## config.mk

```make
export PLATFORM = sky130hd
export DESIGN_NAME = dispatch_router
export DESIGN_NICKNAME = d
export VERILOG_FILES = /design/src/rtl/dr_pkg.sv /design/src/rtl/dr_slot_class.sv /design/src/rtl/dr_route.sv /design/src/rtl/dr_occ.sv /design/src/rtl/dr_evcnt.sv /design/src/rtl/dispatch_router.sv
export SDC_FILE = /design/constraint.sdc
export NUM_CORES = 1
export LEC_CHECK = 0
export ABC_AREA = 1
export CORE_ASPECT_RATIO = 1.25
export CORE_UTILIZATION = 45
export CTS_CLUSTER_SIZE = 28
export DETAILED_ROUTE_END_ITERATION = 8
export PLACE_DENSITY = 0.76
export SYNTH_ARGS = -nofsm -noshare
export SYNTH_HDL_FRONTEND = slang
export SYNTH_SLANG_ARGS = --single-unit
```

## constraint.sdc

```tcl
create_clock -name clk -period 8.85 [get_ports clk]
set_input_delay 2.655 -clock clk [delete_from_list [all_inputs] [get_ports clk]]
set_output_delay 2.655 -clock clk [all_outputs]
set_load 0.02 [all_outputs]
```

## src/rtl/dr_pkg.sv

```systemverilog
package dr_pkg;
  typedef enum logic [2:0] {
    CLS_PLAIN   = 3'd0,
    CLS_SQUASH  = 3'd1,
    CLS_LOAD    = 3'd2,
    CLS_STORE   = 3'd3,
    CLS_NONSPEC = 3'd4,
    CLS_NOP     = 3'd5
  } slot_cls_e;

  localparam int NUM_EVT  = 6;
  localparam int EVT_SQ   = 0;
  localparam int EVT_FULL = 1;
  localparam int EVT_LD   = 2;
  localparam int EVT_ST   = 3;
  localparam int EVT_NS   = 4;
  localparam int EVT_PL   = 5;
endpackage

```

## src/rtl/dr_slot_class.sv

```systemverilog
module dr_slot_class (
  input  logic              squashed,
  input  logic              is_load,
  input  logic              is_store,
  input  logic              is_nonspec,
  input  logic              is_nop,
  output dr_pkg::slot_cls_e cls
);
  // fixed precedence among the flags
  always_comb begin
    if (squashed)        cls = dr_pkg::CLS_SQUASH;
    else if (is_load)    cls = dr_pkg::CLS_LOAD;
    else if (is_store)   cls = dr_pkg::CLS_STORE;
    else if (is_nonspec) cls = dr_pkg::CLS_NONSPEC;
    else if (is_nop)     cls = dr_pkg::CLS_NOP;
    else                 cls = dr_pkg::CLS_PLAIN;
  end
endmodule

```

## src/rtl/dr_route.sv

```systemverilog
module dr_route #(
  parameter int GROUP_W  = 4,
  parameter int IQ_DEPTH = 16,
  localparam int CW = $clog2(GROUP_W + 1),
  localparam int OW = $clog2(IQ_DEPTH + 1)
) (
  input  logic [CW-1:0]      grp_count,
  input  dr_pkg::slot_cls_e  cls [GROUP_W],
  input  logic [OW-1:0]      occ,
  output logic [GROUP_W-1:0] ins,
  output logic [GROUP_W-1:0] ins_ns,
  output logic [GROUP_W-1:0] ld,
  output logic [GROUP_W-1:0] st,
  output logic [GROUP_W-1:0] tail,
  output logic [GROUP_W-1:0] m_iss,
  output logic [GROUP_W-1:0] m_exe,
  output logic [GROUP_W-1:0] m_cc,
  output logic [GROUP_W-1:0] drop,
  output logic               full_hit,
  output logic [CW-1:0]      n_ins
);
  logic [OW-1:0] run;
  logic          stop;

  always_comb begin
    ins = '0; ins_ns = '0; ld = '0; st = '0; tail = '0;
    m_iss = '0; m_exe = '0; m_cc = '0; drop = '0;
    full_hit = 1'b0;
    stop     = 1'b0;
    run      = occ;
    for (int i = 0; i < GROUP_W; i++) begin
      if (!stop && (i < int'(grp_count))) begin
        if (cls[i] == dr_pkg::CLS_SQUASH) begin
          drop[i] = 1'b1;
        end else if (run == OW'(IQ_DEPTH)) begin
          // running occupancy already holds earlier slots
          stop     = 1'b1;
          full_hit = 1'b1;
        end else begin
          unique case (cls[i])
            dr_pkg::CLS_LOAD: begin
              ins[i] = 1'b1; ld[i] = 1'b1; run = run + 1'b1;
            end
            dr_pkg::CLS_STORE: begin
              ins[i] = 1'b1; st[i] = 1'b1; run = run + 1'b1;
            end
            dr_pkg::CLS_NONSPEC: begin
              ins_ns[i] = 1'b1; m_cc[i] = 1'b1; run = run + 1'b1;
            end
            dr_pkg::CLS_NOP: begin
              tail[i] = 1'b1; m_iss[i] = 1'b1; m_exe[i] = 1'b1; m_cc[i] = 1'b1;
            end
            default: begin
              ins[i] = 1'b1; run = run + 1'b1;
            end
          endcase
        end
      end
    end
    n_ins = CW'(run - occ);
  end
endmodule

```

## src/rtl/dr_occ.sv

```systemverilog
module dr_occ #(
  parameter int GROUP_W  = 4,
  parameter int IQ_DEPTH = 16,
  localparam int CW = $clog2(GROUP_W + 1),
  localparam int OW = $clog2(IQ_DEPTH + 1)
) (
  input  logic          clk,
  input  logic          rst_n,
  input  logic [CW-1:0] n_ins,
  input  logic [OW-1:0] rel,
  output logic [OW-1:0] occ,
  output logic [OW-1:0] free
);
  logic [OW:0]   sum;
  logic [OW-1:0] occ_nxt;
  logic          occ_en;

  always_comb begin
    sum = {1'b0, occ} + (OW+1)'(n_ins);
    if ({1'b0, rel} > sum) occ_nxt = '0;
    else                   occ_nxt = OW'(sum - {1'b0, rel});
    occ_en = (n_ins != '0) || (rel != '0);
  end

  always_ff @(posedge clk or negedge rst_n) begin
    if (!rst_n)      occ <= '0;
    else if (occ_en) occ <= occ_nxt;
  end

  assign free = OW'(IQ_DEPTH) - occ;
endmodule

```

## src/rtl/dr_evcnt.sv

```systemverilog
module dr_evcnt #(
  parameter int NUM   = 6,
  parameter int IW    = 3,
  parameter int CNT_W = 16
) (
  input  logic                      clk,
  input  logic                      rst_n,
  input  logic [NUM-1:0][IW-1:0]    incr,
  output logic [NUM-1:0][CNT_W-1:0] count
);
  for (genvar k = 0; k < NUM; k++) begin : g_cnt
    logic             en;
    logic [CNT_W-1:0] nxt;
    always_comb begin
      en  = (incr[k] != '0);
      nxt = count[k] + CNT_W'(incr[k]);
    end
    always_ff @(posedge clk or negedge rst_n) begin
      if (!rst_n)  count[k] <= '0;
      else if (en) count[k] <= nxt;
    end
  end
endmodule

```

## src/rtl/dispatch_router.sv

```systemverilog
module dispatch_router #(
  parameter int GROUP_W  = 4,
  parameter int IQ_DEPTH = 16,
  parameter int CNT_W    = 16,
  localparam int CW = $clog2(GROUP_W + 1),
  localparam int OW = $clog2(IQ_DEPTH + 1)
) (
  input  logic               clk,
  input  logic               rst_n,
  input  logic [CW-1:0]      grp_count,
  input  logic [GROUP_W-1:0] slot_squashed,
  input  logic [GROUP_W-1:0] slot_load,
  input  logic [GROUP_W-1:0] slot_store,
  input  logic [GROUP_W-1:0] slot_nonspec,
  input  logic [GROUP_W-1:0] slot_nop,
  input  logic [OW-1:0]      iq_release,
  output logic [GROUP_W-1:0] iq_insert,
  output logic [GROUP_W-1:0] iq_insert_nonspec,
  output logic [GROUP_W-1:0] lsq_load_alloc,
  output logic [GROUP_W-1:0] lsq_store_alloc,
  output logic [GROUP_W-1:0] iq_tail_adv,
  output logic [GROUP_W-1:0] mark_issued,
  output logic [GROUP_W-1:0] mark_executed,
  output logic [GROUP_W-1:0] mark_can_commit,
  output logic               stall_req,
  output logic [OW-1:0]      iq_free,
  output logic [CNT_W-1:0]   cnt_squashed,
  output logic [CNT_W-1:0]   cnt_iq_full,
  output logic [CNT_W-1:0]   cnt_load,
  output logic [CNT_W-1:0]   cnt_store,
  output logic [CNT_W-1:0]   cnt_nonspec,
  output logic [CNT_W-1:0]   cnt_plain
);
  dr_pkg::slot_cls_e cls [GROUP_W];
  logic [GROUP_W-1:0] drop;
  logic               full_hit;
  logic [CW-1:0]      n_ins;
  logic [OW-1:0]      occ;
  logic [dr_pkg::NUM_EVT-1:0][CW-1:0]    incr;
  logic [dr_pkg::NUM_EVT-1:0][CNT_W-1:0] count;

  for (genvar s = 0; s < GROUP_W; s++) begin : g_cls
    dr_slot_class u_cls (
      .squashed  (slot_squashed[s]),
      .is_load   (slot_load[s]),
      .is_store  (slot_store[s]),
      .is_nonspec(slot_nonspec[s]),
      .is_nop    (slot_nop[s]),
      .cls       (cls[s])
    );
  end

  dr_route #(.GROUP_W(GROUP_W), .IQ_DEPTH(IQ_DEPTH)) u_route (
    .grp_count(grp_count), .cls(cls), .occ(occ),
    .ins(iq_insert), .ins_ns(iq_insert_nonspec),
    .ld(lsq_load_alloc), .st(lsq_store_alloc), .tail(iq_tail_adv),
    .m_iss(mark_issued), .m_exe(mark_executed), .m_cc(mark_can_commit),
    .drop(drop), .full_hit(full_hit), .n_ins(n_ins)
  );

  dr_occ #(.GROUP_W(GROUP_W), .IQ_DEPTH(IQ_DEPTH)) u_occ (
    .clk(clk), .rst_n(rst_n), .n_ins(n_ins), .rel(iq_release),
    .occ(occ), .free(iq_free)
  );

  always_comb begin
    incr[dr_pkg::EVT_SQ]   = CW'($countones(drop));
    incr[dr_pkg::EVT_FULL] = CW'(full_hit);
    incr[dr_pkg::EVT_LD]   = CW'($countones(lsq_load_alloc));
    incr[dr_pkg::EVT_ST]   = CW'($countones(lsq_store_alloc));
    incr[dr_pkg::EVT_NS]   = CW'($countones(iq_insert_nonspec));
    incr[dr_pkg::EVT_PL]   = CW'($countones(iq_insert & ~lsq_load_alloc & ~lsq_store_alloc));
  end

  dr_evcnt #(.NUM(dr_pkg::NUM_EVT), .IW(CW), .CNT_W(CNT_W)) u_cnt (
    .clk(clk), .rst_n(rst_n), .incr(incr), .count(count)
  );

  assign stall_req    = full_hit;
  assign cnt_squashed = count[dr_pkg::EVT_SQ];
  assign cnt_iq_full  = count[dr_pkg::EVT_FULL];
  assign cnt_load     = count[dr_pkg::EVT_LD];
  assign cnt_store    = count[dr_pkg::EVT_ST];
  assign cnt_nonspec  = count[dr_pkg::EVT_NS];
  assign cnt_plain    = count[dr_pkg::EVT_PL];
endmodule

```

[Yosys cells after proc, flatten, opt, wreduce, memory -nomap -nowiden]
Cells that the tools add are included.
W data, S select, Z words.
Storage, ports and cells
  bits in registers: 101
  output and inout bits: 134
  logic and storage cells: 240
Cells by class
  $add $sub $neg: 29
  order comparisons: 5
  eq/ne operators: 24
  multiplexer cells: 153
  bitwise operators: 4
  reductions and logical operators: 18
Operators by type and width (number)
  $mux W1: 116
  $add A16 B3 Y16: 5
  $mux W3: 24
  $mux W5: 13
  $eq A3 B2 Y1 const B: 8
  $eq A3 B3 Y1 const B: 8
  $add A1 B1 Y2: 10
  $eq A5 B5 Y1 const B: 4
  $reduce_bool A3 Y1: 6
  $add A16 B1 Y16: 1
  $add A2 B2 Y3: 5
  $add A5 B1 Y5 const B: 3
  $eq A3 B1 Y1 const B: 4
  $and A4 B4 Y4: 2
  $not A4 Y4: 2
  $reduce_or A2 Y1: 4
  $add A5 B3 Y6: 1
  $gt A5 B6 Y1: 1
  $lt A1 B3 Y1 const A: 2
  $lt A2 B3 Y1 const A: 2
  $reduce_bool A5 Y1: 1
  $sub A5 B5 Y5: 1
  $sub A5 B5 Y5 const A: 1
  $add A3 B1 Y3 const B: 1
  4 further kinds: 8

[Longest topological paths before layout]
Gate-level depths: netlist (run 1).
  depth in word-level cells: 30
  depth in mapped cells: 59
  depth with buffers taken out: 59

[Cells and area by module]
A second synthesis (run 1) with hierarchy kept.
Second synthesis, totals
  cell total of the unflattened synthesis: 1108
  area total of the unflattened synthesis: 7968.9 um^2
By module, submodules not included
  dr_evcnt: instances 1, cells an instance 677, area an instance 5425.2 um^2, seq. area each 2402.3 um^2
  dr_route: instances 1, cells an instance 223, area an instance 1260.0 um^2, seq. area each 0.0 um^2
  dr_occ: instances 1, cells an instance 116, area an instance 753.2 um^2, seq. area each 125.1 um^2
  dispatch_router: instances 1, cells an instance 44, area an instance 340.3 um^2, seq. area each 0.0 um^2
  dr_slot_class: instances 4, cells an instance 12, area an instance 47.5 um^2, seq. area each 0.0 um^2

[Worst setup path before layout (run 1)]
OpenSTA, ideal clock, no wires.
  path kind: input to output
  start point: in slot_store[0]
  end point: out mark_executed[3]
  data arrival time: 6.549 ns
  required time: 6.195 ns
  slack: -0.354 ns
  stages on the path: 28
  path buffers: 1
  cell sequence: nor2_1 nand4_1 nand2_2 xor2_2 ha_1 nand3_2 nor2_4 nand2_4 nand3_4 xor2_2 inv_1 ha_1 nand3_1 nor2_2 nor2_1 inv_1 nor2_1 inv_1 o21ai_1 inv_1 ha_1 a21boi_0 nand2_2 nor2_4 inv_1 nand2_2 nor3_1 buf_4
Between the ends
  word-level cells in the longest chain between the ends: 22
  elaborated cells between the ends (all ways): 39
Ends and longest elaborated chain
  start, declared: line dispatch_router.sv:13  | input logic [GROUP_W-1:0] slot_store,
  $mux W3 *: line dr_slot_class.sv:13  | else if (is_store) cls = dr_pkg::CLS_STORE;
  $mux W3 *: line dr_slot_class.sv:12  | else if (is_load) cls = dr_pkg::CLS_LOAD;
  $mux W3 *: line dr_slot_class.sv:11  | if (squashed) cls = dr_pkg::CLS_SQUASH;
  $eq A3 B3 Y1: line dr_route.sv:40  | unique case (cls[i])
  $mux W5
  $mux W5: line dr_route.sv:35  | end else if (run == OW'(IQ_DEPTH)) begin
  $mux W5: line dr_route.sv:33  | if (cls[i] == dr_pkg::CLS_SQUASH) begin
  $mux W5: line dr_route.sv:32  | if (!stop && (i < int'(grp_count))) begin
  [5 not listed]
  $add A5 B1 Y5
  $mux W5
  $mux W5: line dr_route.sv:35
  $mux W5: line dr_route.sv:33
  $mux W5: line dr_route.sv:32
  $eq A5 B5 Y1: line dr_route.sv:35
  $mux W1 (2 in series)
  $mux W1 *
  end, declared: line dispatch_router.sv:23  | output logic [GROUP_W-1:0] mark_executed,
Mark *: on every way between the ends. The rest lies on a longest branch, timed or not.

[Final worst setup path (run 1)]
  start point: in slot_store[0]
  end point: out mark_executed[3]
Between the ends
  word-level cells in the longest chain between the ends: 22
  elaborated cells between the ends (all ways): 39
Ends and longest elaborated chain (line)
  $mux W3 *: dr_slot_class.sv:13
  $mux W3 *: dr_slot_class.sv:12
  $mux W3 *: dr_slot_class.sv:11
  $eq A3 B3 Y1: dr_route.sv:40
  $mux W5
  $mux W5: dr_route.sv:35
  $mux W5: dr_route.sv:33
  $mux W5: dr_route.sv:32
  [6 not listed]
  $mux W5
  $mux W5: dr_route.sv:35
  $mux W5: dr_route.sv:33
  $mux W5: dr_route.sv:32
  $eq A5 B5 Y1: dr_route.sv:35
  $mux W1: dr_route.sv:35
  $mux W1: dr_route.sv:33
  $mux W1 *: dr_route.sv:32
Marked as above.

==> qor.yml, run 1 <==
status: "finished, final reports clean"
path_clk_slew_ns: 0.07
synthTopCellsByCount: "137 x nand2_1, 116 x inv_1, 101 x dfrtp_1"
relSlewSlack_pct: 43.16
syn_area_per_cell_um2: 8.459
clkSinkCount: 101
hold_buffers: 0
hpwlAfterDp_um: 14000
register_area_um2: 2527
drt_iter0_markers: 254
path_class: "primary input to output port"
r2r_slack_ns: 1.45
htreeDepth: 3
drive_gt1_share_pct: 21.74
reg2regPathDepth: 55
hp-class: "register to register"
antenna_cells: 0
worst_setup_path_end_kind: "output port"
track_usage_pct: 23.33
num_vias: 6310
area_growth_pct: 45.71
overflow: 0
ys_seq_elements: 101
netlist_area_um2: 6937
crit_arrival_ns: 6.03
rsz0062_at_grt: "yes"
route.detailed.drc: 0
crit_top_cell: "inv_2"
clock_skew_ns: 0.01375
maxCapViolCount: 0
cts_buffers: 9
cts_tree: "built"
yosysUniqueCellTypes: 46
wl_um: 18120
synth_area_leaders: "dfrtp_1 36%, ha_1 8.8%, xor2_1 8.8%, nand2_1 7.4%, inv_1 6.3%"
start_kind: "primary input"
grt_pass1_wl_um: 29750
worst_slew_pin_slew_ns: 0.8527
synth_top_area_share_pct: 36.44
yosys.area.top_type: "dfrtp_1"
core_um2: 15010
ir_drop_mv: 0.2000
timing.final.crit_share_pct: 98.14
portBuffers: 163
cp_max_fo: 4
synthFlopType: "dfrtp_1"
crit_slowest_cell: "nor3_4"
antenna_found_initial: 0
wl_per_cell_um: 14.09
power.density_nw_per_um2: 321.0
fmax_ghz: 0.1151
synth_edf_count: 0
finalSetupViolCount: 0
io_pins: 164
clock_path_buffers: 2
final_util_pct: 67.32
hold_viol: 0
cp.required_ns: 6.20
worst_slack_ns: 0.1644
die_width_um: 113.1
dpl_worst_slack_ns: -0.7153
grt_max_degree: 65
nNetsFinal: 1192
place_congestion: 0.8966
r2r_start: "u_occ.occ[1]"
crit_end: "mark_executed[3]"
nFillCells: 1200
drv_slew: 0
ant_nets: 0
ys.warnings.count: 0
synth_cells: 820
synthesis.nets: 912
p_leak_nw: 5.041
seq_area_frac_synth_pct: 36.44
cts_root_buf: "clkbuf_16"
async_flop_share_pct: 100.0
clk_latency_ns: 0.35
die_y_um: 140.8
crit_start: "slot_store[0]"
synthMostInstantiatedCell: "nand2_1"
drt_pass1_iterations: 5
multi_input_area_um2: 4130
drt-vias-per-instance: 4.907
placementRows: 50
start_util_pct: 46.20
period_minus_slack_ns: 8.686
die-area_um2: 15920
grt_pass1_vias: 6357
r2r-end: "u_occ.occ[4]"
max_stage_delay_ns: 0.28
## worst max-delay path: cells and delay by family
family	cells	cell delay [ns]
simple gates	16	1.57
fa+ha+maj	3	0.45
compound gates	3	0.40
xor+xnor	1	0.16
buf+inv	9	0.79
## state kept, by name, summed over array words and instances, names as in the netlist
register and count:
u_cnt.count 96, u_occ.occ 5
## metrics by stage
| stage | cells | setup TNS (ns) | hold slack (ns) | cell area (um2) | power, mW |
|---|---|---|---|---|---|
| after detailed placement | 1253 | -12.80 | 0.4601 | 9545 | 2.676 |
| after global routing | 1286 | -1.240 | 0.5027 | 10110 | 3.527 |
| final | 1286 | 0 | 0.4651 | 10110 | 3.244 |
| after floorplan | 820 | 0 | 0.5446 | 7033 | 1.861 |
| after global placement | 1253 | -8.259 | 0.4541 | 9545 | 2.631 |
| after CTS | 1276 | 0 | 0.4713 | 9916 | 3.111 |
## placed cells by master, fill, tap and decap left out, types with 4 or more instances in the layout
cell / instances
clkdlybuf4s50_1: 145
nand2_1: 131
buf_4: 121
inv_1: 106
dfrtp_1: 101
nor2_1: 78
xor2_1: 66
nand3_1: 43
ha_1: 42
xnor2_1: 27
nor3_1: 26
nand4_1: 20
a21oi_1: 18
nand2_2: 16
o21ai_1: 15
inv_2: 13
fa_1: 12
o21ai_0: 9
clkbuf_16: 9
nor4_1: 8
nand2_4: 7
nand3_2: 7
nor2_4: 6
nor2_2: 6
clkbuf_2: 6
buf_6: 6
ha_4: 5
xor2_2: 4
nand3b_1: 4
mux2_2: 4
## area by class of cell
| cell class | instances | area share [%] |
|---|---|---|
| clock buffer | 10 | 2.364 |
| clock inverter | 5 | 0.4333 |
| inverter | 119 | 4.419 |
| multi-input combinational | 587 | 40.86 |
| sequential | 101 | 25.01 |
| tap | 182 | 2.253 |
| timing repair buffer | 282 | 24.66 |
## worst min-delay path by stage
| stage | startpoint | end | slack (ns) | cells after the start |
|---|---|---|---|---|
| 6_report | u_cnt.count[95] | u_cnt.count[95] | 0.47 | 1 |
| 5_1_grt | u_cnt.count[74] | u_cnt.count[74] | 0.50 | 1 |
| 4_1_cts | u_cnt.count[95] | u_cnt.count[95] | 0.47 | 1 |
| 3_5_place_dp | u_cnt.count[95] | u_cnt.count[95] | 0.46 | 1 |
| 3_3_place_gp | u_cnt.count[15] | u_cnt.count[15] | 0.45 | 1 |
| 2_1_floorplan | u_occ.occ[4] | u_occ.occ[4] | 0.54 | 2 |
## power breakdown
part / leakage [nW] / internal, mW / switching [mW]
Sequential: 1.31 / 0.566 / 0.120
Clock: 0.134 / 0.201 / 0.182
Combinational: 3.60 / 1.07 / 1.11
## timing repair
| item | CTS | global route |
|---|---|---|
| endpoints found under the setup margin | 25 | 31 |
| hold endpoints to repair | 0 | 0 |
| buffers inserted | 8 | 10 |
| gates resized for setup | 62 | 45 |
| pin swaps | 21 | 23 |
## routing by layer
| layer | wire (um) | up-vias | part of all wire [%] | global-route usage [%] |
|---|---|---|---|---|
| li1 | - | 3175 | - | - |
| met1 | 7801 | 2988 | 43 | 27.83 |
| met2 | 9321 | 127 | 51 | 42.65 |
| met3 | 703 | 20 | 3.9 | 3.783 |
| met4 | 295 | 0 | 1.6 | 7.271 |
| met5 | 0 | - | 0 | 0 |
## cells by family after synthesis
| family | synth area share [%] |
|---|---|
| and+or+nand+nor | 25.04 |
| buffers and inverters | 7.828 |
| DFF | 36.44 |
| xor gates and xnor gates | 12.95 |
| adders and majority gates | 12.59 |
| AOI/OAI and AO/OA | 4.510 |
| muxes | 0.6493 |
No activity file was read; power rests on OpenSTA's default activity.
==> run 2, diff against run 1 <==
ABC_AREA = 0   (was 1)
PLACE_DENSITY = 0.77   (was 0.76)
SKIP_CTS_REPAIR_TIMING = 1   (was default)
==> run 2 against run 1 <==
The flow now finishes with violations (design-rule violations, negative setup slack). Sequential share of layout area is 1.2 points lower. Die area down 3.5%. Clock skew shrank 0.0014 ns. Maximum frequency fell by 10%. Worst hold slack improved by 0.0061 ns. Wire length is 11% higher. Clock-buffer cell count unchanged. Power shrank 0.44%. Synthesized cell count down 20%. Design area is 5.0% higher. Sequential power shrank 9.6%.
==> qor.yml, run 2 <==
ys.warnings.count: 0
area_growth_pct: 58.71
yosysUniqueCellTypes: 65
largest_register: "u_cnt.count"
r2r_slack_ns: 0.54
grt_pass1_wl_um: 31280
start_util_pct: 46.22
cp.required_ns: 6.20
drt_iter0_markers: 185
synthesis.nets: 749
io_pins: 164
final_cell_mix: "137 x clkdlybuf4s50_1, 135 x buf_4, 101 x dfrtp_1"
synthTopCellsByCount: "101 x dfrtp_1, 68 x xnor2_1, 61 x nand2_1"
die_width_um: 111.0
netlist_area_um2: 6688
power_frac_clock_pct: 12.9
path_clk_slew_ns: 0.06
register_area_um2: 2527
holdPathEnd: "u_cnt.count[31]"
clock_path_buffers: 2
timing.final.crit_share_pct: 109.0
placementRows: 49
ys_seq_elements: 101
muxShareOfSynthArea_pct: 4.228
portBuffers: 163
clock_skew_ns: 0.01230
p_leak_nw: 4.848
maxCapViolCount: 0
synth-xor-area-share_pct: 13.96
drive_gt1_share_pct: 34.79
core_um2: 14470
synth-simple-area-share_pct: 21.25
worst_setup_path_end_kind: "output port"
clk_latency_ns: 0.36
worst_slew_pin_slew_ns: 0.7560
hold_viol: 0
synthFlopType: "dfrtp_1"
drv_slew: 0
power.internal_mw: 1.909
period_minus_slack_ns: 9.647
finalSetupTns_ns: -10.44
track_usage_pct: 25.59
synth_area_leaders: "dfrtp_1 38%, ha_1 9.2%, xnor2_1 8.9%, xor2_1 4.3%, fa_1 3.9%"
yosys.area.top_type: "dfrtp_1"
route.detailed.drc: 8
cts_tree: "built"
start_kind: "primary input"
wl_per_cell_um: 17.67
cts_root_buf: "clkbuf_16"
top_regs: "u_cnt.count x96, u_occ.occ x5"
placedCellCount: 1103
power.density_nw_per_um2: 304.3
synthMostInstantiatedCell: "dfrtp_1"
holdPathStages: 1
combPwrFrac_pct: 67.9
reg2regPathDepth: 46
finalSetupViolCount: 19
synth_top_family_by_area: "simple AND/OR/NAND/NOR gates"
cts_buffers: 9
die-area_um2: 15360
grt_pass1_vias: 6380
hpwlAfterDp_um: 15020
pwr-share-seq_pct: 19.2
synth_compound_area_share_pct: 6.455
drt_pass1_iterations: 6
hold_start: "u_cnt.count[31]"
overflow: 0
synth_edf_count: 0
status: "complete, but fails checks"
grt_use_met3_pct: 5.962
ant_nets: 0
fmax_ghz: 0.1037
use_met1_pct: 27.35
relSlewSlack_pct: 49.60
antenna_cells: 0
crit_arrival_ns: 6.99
failed_checks: "design-rule violations, negative setup slack"
layout_commonest_cell: "clkdlybuf4s50_1"
worst_slack_ns: -0.7968
nNetsFinal: 1047
r2r_start: "u_occ.occ[1]"
fin_cells: 1138
hp-class: "register to register"
grt_max_degree: 60
htreeDepth: 3
power_mw: 3.230
die_y_um: 138.3
ir_drop_mv: 0.1857
wl_um: 20110
place_congestion: 0.8573
synth_top_area_share_pct: 37.79
busiest_layer: "met2"
synth_cells: 657
nFillCells: 956
rsz0062_at_grt: "yes"
seq_area_frac_synth_pct: 37.79
clkSinkCount: 101
async_flop_share_pct: 100.0
grt_use_met2_pct: 47.67
path_class: "primary input to output port"
cp_max_fo: 5
drt-vias-per-instance: 5.308
largest_reg_flops: 96
num_vias: 6040
swShare_pct: 40.90
syn_area_per_cell_um2: 10.18
p_sw_mw: 1.321
synthAdderAreaFrac_pct: 13.06
multi_input_area_um2: 4713
antenna_found_initial: 0
r2r-end: "u_occ.occ[3]"
[run 2: worst max path at each step]
stage / from / endpoint / slack (ns) / depth (start not counted)
3_5_place_dp: slot_load[0] / mark_executed[3] / -1.72 / 27
2_1_floorplan: slot_load[0] / u_occ.occ[0] / -1.08 / 41
4_1_cts: slot_load[0] / mark_executed[3] / -1.75 / 27
3_3_place_gp: slot_store[0] / iq_insert_nonspec[3] / -1.53 / 26
5_1_grt: grp_count[0] / u_occ.occ[1] / -1.07 / 42
6_report: grp_count[0] / mark_executed[3] / -0.80 / 27
[run 2: logic make-up (layout without fill, tap and decap cells)]
| logic type | count (synthesis) | after routing |
|---|---|---|
| DFF | 101 | 101 |
| adders and majority gates | 62 | 62 |
| muxes | 24 | 24 |
| xor gates and xnor gates | 104 | 104 |
| AOI/OAI and AO/OA | 61 | 61 |
| and+or+nand+nor | 257 | 257 |
| buffers and inverters | 48 | 351 |
[run 2: power groups by stage]
| stage | sequential [mW] | combinational [mW] | clock [mW] |
|---|---|---|---|
| global route | 0.630 | 2.37 | 0.441 |
| finish | 0.620 | 2.19 | 0.416 |
| floorplan | 0.673 | 1.13 | 0 |
| global placement | 0.614 | 1.89 | 0 |
| CTS | 0.614 | 1.98 | 0.425 |
| detailed placement | 0.621 | 1.96 | 0 |
[run 2: layer usage]
layer  wire (um)  share of wire (%)  up-vias
met1        7435                 37     3000
li1            -                  -     2856
met3        1017                5.1       49
met4         764                3.8        0
met5           0                  0        -
met2       10890                 54      135
[run 2: layout make-up]
type / instances / share of cell area (%)
inverter: 31 / 1.120
timing repair buffer: 304 / 25.65
sequential: 101 / 23.81
tap: 178 / 2.098
clock inverter: 6 / 0.7545
clock buffer: 10 / 2.157
multi-input combinational: 508 / 44.41
[run 2: worst max-delay path, cell delays in order]
cell and delay, ns:
buf_2 0.11, nor3_4 0.05, nor4_4 0.34, mux2i_2 0.29, ha_2 0.22, nand3b_1 0.09
mux2_4 0.31, o21ai_4 0.21, nor2_2 0.07, a21oi_2 0.14, inv_2 0.07, ha_4 0.17
o311ai_4 0.05, o31a_1 0.23, o221ai_2 0.13, or2_4 0.28, nor2_4 0.14, mux2_4 0.19
inv_4 0.04, ha_4 0.14, nor2b_4 0.12, o2111ai_4 0.13, nand2_2 0.08, or2_4 0.29
buf_6 0.14, nor2_4 0.13, buf_4 0.16
[run 2: through the flow]
step | util (%) | area [um2] | hold slack, ns | setup WS [ns]
after CTS | 69.28 | 10020 | 0.4765 | -1.750
final | 73.36 | 10610 | 0.4712 | -0.7968
after floorplan | - | 7062 | 0.5703 | -1.080
after global routing | 73.36 | 10610 | 0.4944 | -1.069
after global placement | 67.14 | 9714 | 0.4565 | -1.528
after detailed placement | 67.14 | 9714 | 0.4618 | -1.715
